==> src/rtl/gpio_spi_pkg.sv <==
package gpio_spi_pkg;
  localparam int PORT_W_DEF   = 8;
  localparam int SYNC_DEF     = 2;
  localparam int POS_CLK_DEF  = 7;
  localparam int POS_RET_DEF  = 6;
  localparam int POS_DIN_DEF  = 5;
  localparam int POS_SEL_DEF  = 4;
  localparam int POS_CMPN_DEF = 3;
  localparam int POS_CMPP_DEF = 2;
  localparam int POS_TMR1_DEF = 1;
  localparam int POS_TMR0_DEF = 0;

  typedef enum logic {ROLE_SLAVE = 1'b0, ROLE_MASTER = 1'b1} spi_role_e;
endpackage

==> src/rtl/gpio_port_regs.sv <==
module gpio_port_regs #(
  parameter int W = 8
) (
  input  logic         clk,
  input  logic         rst,
  input  logic         dir_we,
  input  logic [W-1:0] dir_wdata,
  input  logic         lvl_we,
  input  logic [W-1:0] lvl_wdata,
  output logic [W-1:0] dir_q,
  output logic [W-1:0] lvl_q
);
  always_ff @(posedge clk) begin
    if (rst) begin
      dir_q <= '0;
      lvl_q <= '0;
    end else begin
      if (dir_we) dir_q <= dir_wdata;
      if (lvl_we) lvl_q <= lvl_wdata;
    end
  end
endmodule

==> src/rtl/gpio_in_sync.sv <==
module gpio_in_sync #(
  parameter int W      = 8,
  parameter int STAGES = 2
) (
  input  logic         clk,
  input  logic         rst,
  input  logic [W-1:0] d,
  output logic [W-1:0] q
);
  logic [W-1:0] chain [STAGES];

  generate
    for (genvar s = 0; s < STAGES; s++) begin : g_stage
      if (s == 0) begin : g_first
        always_ff @(posedge clk) begin
          if (rst) chain[0] <= '0;
          else     chain[0] <= d;
        end
      end else begin : g_next
        always_ff @(posedge clk) begin
          if (rst) chain[s] <= '0;
          else     chain[s] <= chain[s-1];
        end
      end
    end
  endgenerate

  assign q = chain[STAGES-1];
endmodule

==> src/rtl/gpio_spi_override.sv <==
module gpio_spi_override
  import gpio_spi_pkg::*;
#(
  parameter int W       = 8,
  parameter int POS_CLK = 7,
  parameter int POS_RET = 6,
  parameter int POS_DIN = 5,
  parameter int POS_SEL = 4
) (
  input  logic         spi_en,
  input  logic         spi_master,
  output logic [W-1:0] force_in
);
  spi_role_e role;
  assign role = spi_role_e'(spi_master);

  always_comb begin
    force_in = '0;
    if (spi_en) begin
      if (role == ROLE_MASTER) begin
        force_in[POS_RET] = 1'b1;
      end else begin
        force_in[POS_CLK] = 1'b1;
        force_in[POS_DIN] = 1'b1;
        force_in[POS_SEL] = 1'b1;
      end
    end
  end
endmodule

==> src/rtl/gpio_spi_port.sv <==
module gpio_spi_port
  import gpio_spi_pkg::*;
#(
  parameter int W        = PORT_W_DEF,
  parameter int STAGES   = SYNC_DEF,
  parameter int POS_CLK  = POS_CLK_DEF,
  parameter int POS_RET  = POS_RET_DEF,
  parameter int POS_DIN  = POS_DIN_DEF,
  parameter int POS_SEL  = POS_SEL_DEF,
  parameter int POS_CMPN = POS_CMPN_DEF,
  parameter int POS_CMPP = POS_CMPP_DEF,
  parameter int POS_TMR1 = POS_TMR1_DEF,
  parameter int POS_TMR0 = POS_TMR0_DEF
) (
  input  logic         clk,
  input  logic         rst,
  input  logic         dir_we,
  input  logic [W-1:0] dir_wdata,
  input  logic         lvl_we,
  input  logic [W-1:0] lvl_wdata,
  output logic [W-1:0] dir_q,
  output logic [W-1:0] lvl_q,
  input  logic [W-1:0] pin_in,
  output logic [W-1:0] pin_rd,
  input  logic         spi_en,
  input  logic         spi_master,
  output logic [W-1:0] pad_oe,
  output logic [W-1:0] pad_out,
  output logic [W-1:0] pad_pu,
  output logic         cmp_neg_ok,
  output logic         cmp_pos_ok,
  output logic         tmr0_src,
  output logic         tmr1_src
);
  logic [W-1:0] force_in;
  logic [W-1:0] rst_mask;

  gpio_port_regs #(.W(W)) u_regs (
    .clk(clk), .rst(rst),
    .dir_we(dir_we), .dir_wdata(dir_wdata),
    .lvl_we(lvl_we), .lvl_wdata(lvl_wdata),
    .dir_q(dir_q), .lvl_q(lvl_q)
  );

  gpio_in_sync #(.W(W), .STAGES(STAGES)) u_sync (
    .clk(clk), .rst(rst), .d(pin_in), .q(pin_rd)
  );

  gpio_spi_override #(
    .W(W), .POS_CLK(POS_CLK), .POS_RET(POS_RET),
    .POS_DIN(POS_DIN), .POS_SEL(POS_SEL)
  ) u_ovr (
    .spi_en(spi_en), .spi_master(spi_master), .force_in(force_in)
  );

  // reset releases the pads at once, independent of the clock
  assign rst_mask = {W{~rst}};

  generate
    for (genvar n = 0; n < W; n++) begin : g_pad
      assign pad_oe[n]  = rst_mask[n] & dir_q[n] & ~force_in[n];
      assign pad_out[n] = pad_oe[n] & lvl_q[n];
      assign pad_pu[n]  = rst_mask[n] & ~pad_oe[n] & lvl_q[n];
    end
  endgenerate

  assign cmp_neg_ok = ~dir_q[POS_CMPN] & ~lvl_q[POS_CMPN];
  assign cmp_pos_ok = ~dir_q[POS_CMPP] & ~lvl_q[POS_CMPP];
  assign tmr0_src   = pin_rd[POS_TMR0];
  assign tmr1_src   = pin_rd[POS_TMR1];
endmodule

==> config.mk <==
export PLATFORM = sky130hd
export DESIGN_NAME = gpio_spi_port
export DESIGN_NICKNAME = d
export VERILOG_FILES = /design/src/rtl/gpio_spi_pkg.sv /design/src/rtl/gpio_port_regs.sv /design/src/rtl/gpio_in_sync.sv /design/src/rtl/gpio_spi_override.sv /design/src/rtl/gpio_spi_port.sv
export SDC_FILE = /design/constraint.sdc
export NUM_CORES = 1
export LEC_CHECK = 0
export ABC_AREA = 1
export BUFFER_PORTS_ARGS = -buffer_cell sky130_fd_sc_hd__buf_2
export CAP_MARGIN = 40
export CORE_UTILIZATION = 25
export DETAILED_ROUTE_END_ITERATION = 10
export PLACE_DENSITY_LB_ADDON = 0.15
export SLEW_MARGIN = 20
export SYNTH_ARGS = -nofsm -noshare
export SYNTH_HDL_FRONTEND = slang
export SYNTH_SLANG_ARGS = --single-unit
==> constraint.sdc <==
create_clock -name clk -period 1.8 [get_ports clk]
set_clock_uncertainty 0.05 [all_clocks]
set_input_delay 0.27 -clock clk [delete_from_list [all_inputs] [get_ports clk]]
set_output_delay 0.27 -clock clk [all_outputs]
set_load 0.02 [all_outputs]
==> flow_summary_export.csv <==
group,metric,value,unit
status,status,"finished, final reports clean",
power,peakVddDrop,0.2981,mV
clocking,clock-sinks,32,
synthesis,postSynthAreaPerCell,7.181,um2
placed_design,placed_area,1730,um2
synthesis,yosysWarningCount,0,
worst_hold_path,hold_path_class,"in -> reg",
timing,worst_pin_slew,0.2809,ns
clocking,cts_setup_buffers,0,
routing,first_iter_violations,38,
synthesis,synth_area,1292,um2
worst_setup_path,worst-r2r-cell-count,2,
power,power_frac_seq,43.4,%
routing,first_pass_iters,4,
timing,rsz0062_at_grt,"false",
synthesis,yosysTopAreaCell,"dfxtp_1",
routing,drt-total-wl,3337,um
floorplan,core,4848,um2
worst_setup_path,r2r_start,"u_regs.dir_q[3]",
timing,finalCritPeriodShare,85.09,%
routing,vias,1278,
finish,area_delta_synth_final,43.66,%
worst_setup_path,r2r-end,"u_regs.dir_q[3]",
worst_setup_path,path_class,"reg -> out",
finish,multi_input_area,435.4,um2
floorplan,fp.dieArea,5461,um2
floorplan,die_x,73.90,um
clocking,cts_root_buf,"clkbuf_8",
floorplan,num_io_pins,82,
routing,wl_per_cell,10.11,um
global_routing,grt_max_degree,21,
worst_setup_path,cp.arrival,1.21,ns
floorplan,fp-row-count,25,
worst_setup_path,slowest_delay,0.36,ns
timing,setup_viol,0,
power,p_clk_share,41.7,%
clocking,numCtsBuffers,5,
timing,min_period,1.532,ns
power,power.internal,1.333,mW
synthesis,synth-seq-cells,32,
placed_design,portBuffers,81,
finish,layout.nets,292,
floorplan,start_util,26.66,%
synthesis,seq_area_frac_synth,49.56,%
worst_setup_path,slowest_stage,"dfxtp_1",
worst_setup_path,worst_path_most_repeated_cell,"nor2_1",
finish,num_antenna_cells,0,
worst_setup_path,crit_path_cell_trace,"inv_1, nor2_1, nand2_1, nor2_1, buf_2",
synthesis,syn_nets,210,
global_routing,grt_pass1_wl,4919,um
clocking,insertion_delay,0.28,ns
clocking,path_clk_slew,0.07,ns
clocking,cts_tree,"done",
flow_run,drv_cap,0,
worst_setup_path,crit_path_end_kind,"output pin",
synthesis,ys_top_cells_by_area,"dfxtp_1 (50%), nor2_1 (17%), inv_1 (11%)",
power,p_comb_share,14.9,%
worst_setup_path,worstPathRequired,1.48,ns
worst_setup_path,r2r_slack,1.05,ns
clocking,cts_resized,0,
timing,slew_headroom,81.24,%
clocking,cts_buffer_depth,2,
synthesis,synthCells,180,
global_routing,grt.total_usage,12.41,%
global_routing,antenna_found_initial,0,
timing,clock.fmax,0.6529,GHz
worst_setup_path,crit_fanout,3,
finish,regArea,640.6,um2
finish,design_area,1857,um2
routing,drc,0,
global_routing,grt_pass1_vias,1043,
synthesis,synth_top_area_share,49.56,%
timing,tns,0,ns
timing,hold_viol_final,0,
worst_setup_path,startpoint,"u_regs.dir_q[7]",
power,p_switching,0.4660,mW
power,swShare,25.91,%
worst_setup_path,cp-start-kind,"flop",
global_routing,gr-total-overflow,0,
clocking,htreeDepth,2,
routing,viasPerCell,3.873,
worst_hold_path,hold_depth,3,
timing,drv_slew,0,
finish,drive_gt1_share,37.26,%
finish,fill_cells,534,
placed_design,hpwl,2533,um
worst_setup_path,crit_end,"pad_out[7]",
synthesis,synth_cell_type_count,15,
placed_design,place_congestion,0.6664,
power,powerDensity,968.7,nW/um2
routing,ant_nets,0,
clocking,postCtsHoldBufs,0,
power,p_leak,1.059,nW
floorplan,chipHeight,73.90,um
## critical path: cells and delay by family, from the launching register on
kind / cells / cell delay (ns)
DFF: 1 / 0.36
and+or+nand+nor: 3 / 0.35
buffers and inverters: 2 / 0.22
## layout by cell type, fill, tap and decap left out, drive strengths merged
master,count
nor2,62
a21oi,4
o21ai,16
buf,83
clkbuf,7
nand2,10
nor3,8
inv,40
bufinv,1
dfxtp,32
## cells by family after synthesis
group	share of synthesized area, %
AND/OR/NAND/NOR	25.94
flip-flops	49.56
AO/OA/AOI/OAI	7.744
buffers and inverters	16.75
## power groups by stage
stage / Sequential [mW] / Clock (mW) / Combinational, mW
after floorplan: 0.828 / 0 / 0.134
after global placement: 0.795 / 0 / 0.272
after detailed placement: 0.796 / 0 / 0.272
after CTS: 0.780 / 0.770 / 0.272
after global routing: 0.785 / 0.797 / 0.298
final: 0.780 / 0.751 / 0.268
## per-stage QoR
stage	setup WS (ns)	power (mW)	hold slack [ns]	utilization, %	std cells
after floorplan	0.4484	0.9614	0.3270	-	180
after global placement	0.4147	1.067	0.3389	35.69	322
after detailed placement	0.3851	1.067	0.3416	35.69	322
after CTS	0.2618	1.823	0.1287	38.30	330
after global routing	0.1730	1.881	0.1363	38.30	330
final	0.2684	1.799	0.1349	38.30	330
## flip-flops by register name, indices dropped and copies added, names as in the netlist
register and count:
u_sync.chain 16, u_regs.lvl_q 8, u_regs.dir_q 8
## cells in the mapped netlist (all sizes together)
cell    n
nor2   62
a21oi   4
buf     8
o21ai  16
nor3    8
dfxtp  32
inv    40
nand2  10
## worst min-delay path by stage
stage	startpoint	endpoint	slack (ns)
floorplan	pin_in[0]	u_sync.chain[0][0]	0.33
global placement	u_sync.chain[0][1]	u_sync.chain[1][1]	0.34
detailed placement	u_sync.chain[0][7]	u_sync.chain[1][7]	0.34
CTS	pin_in[5]	u_sync.chain[0][5]	0.13
global route	pin_in[1]	u_sync.chain[0][1]	0.14
finish	pin_in[5]	u_sync.chain[0][5]	0.13
## routing by layer
layer,share of wire (%),track usage [%]
met3,8.2,3.292
met1,47,16.32
met4,2.2,8.974
met5,0,0
met2,42,17.37
## cell type report
cell class / count / area share [%]
clock buffer: 7 / 5.189
inverter: 40 / 8.086
multi-input combinational: 100 / 23.45
timing repair buffer: 83 / 22.64
tap: 67 / 4.515
sequential: 32 / 34.50
clock inverter: 1 / 1.617
Note: power is estimated with default switching activity, not from simulation.
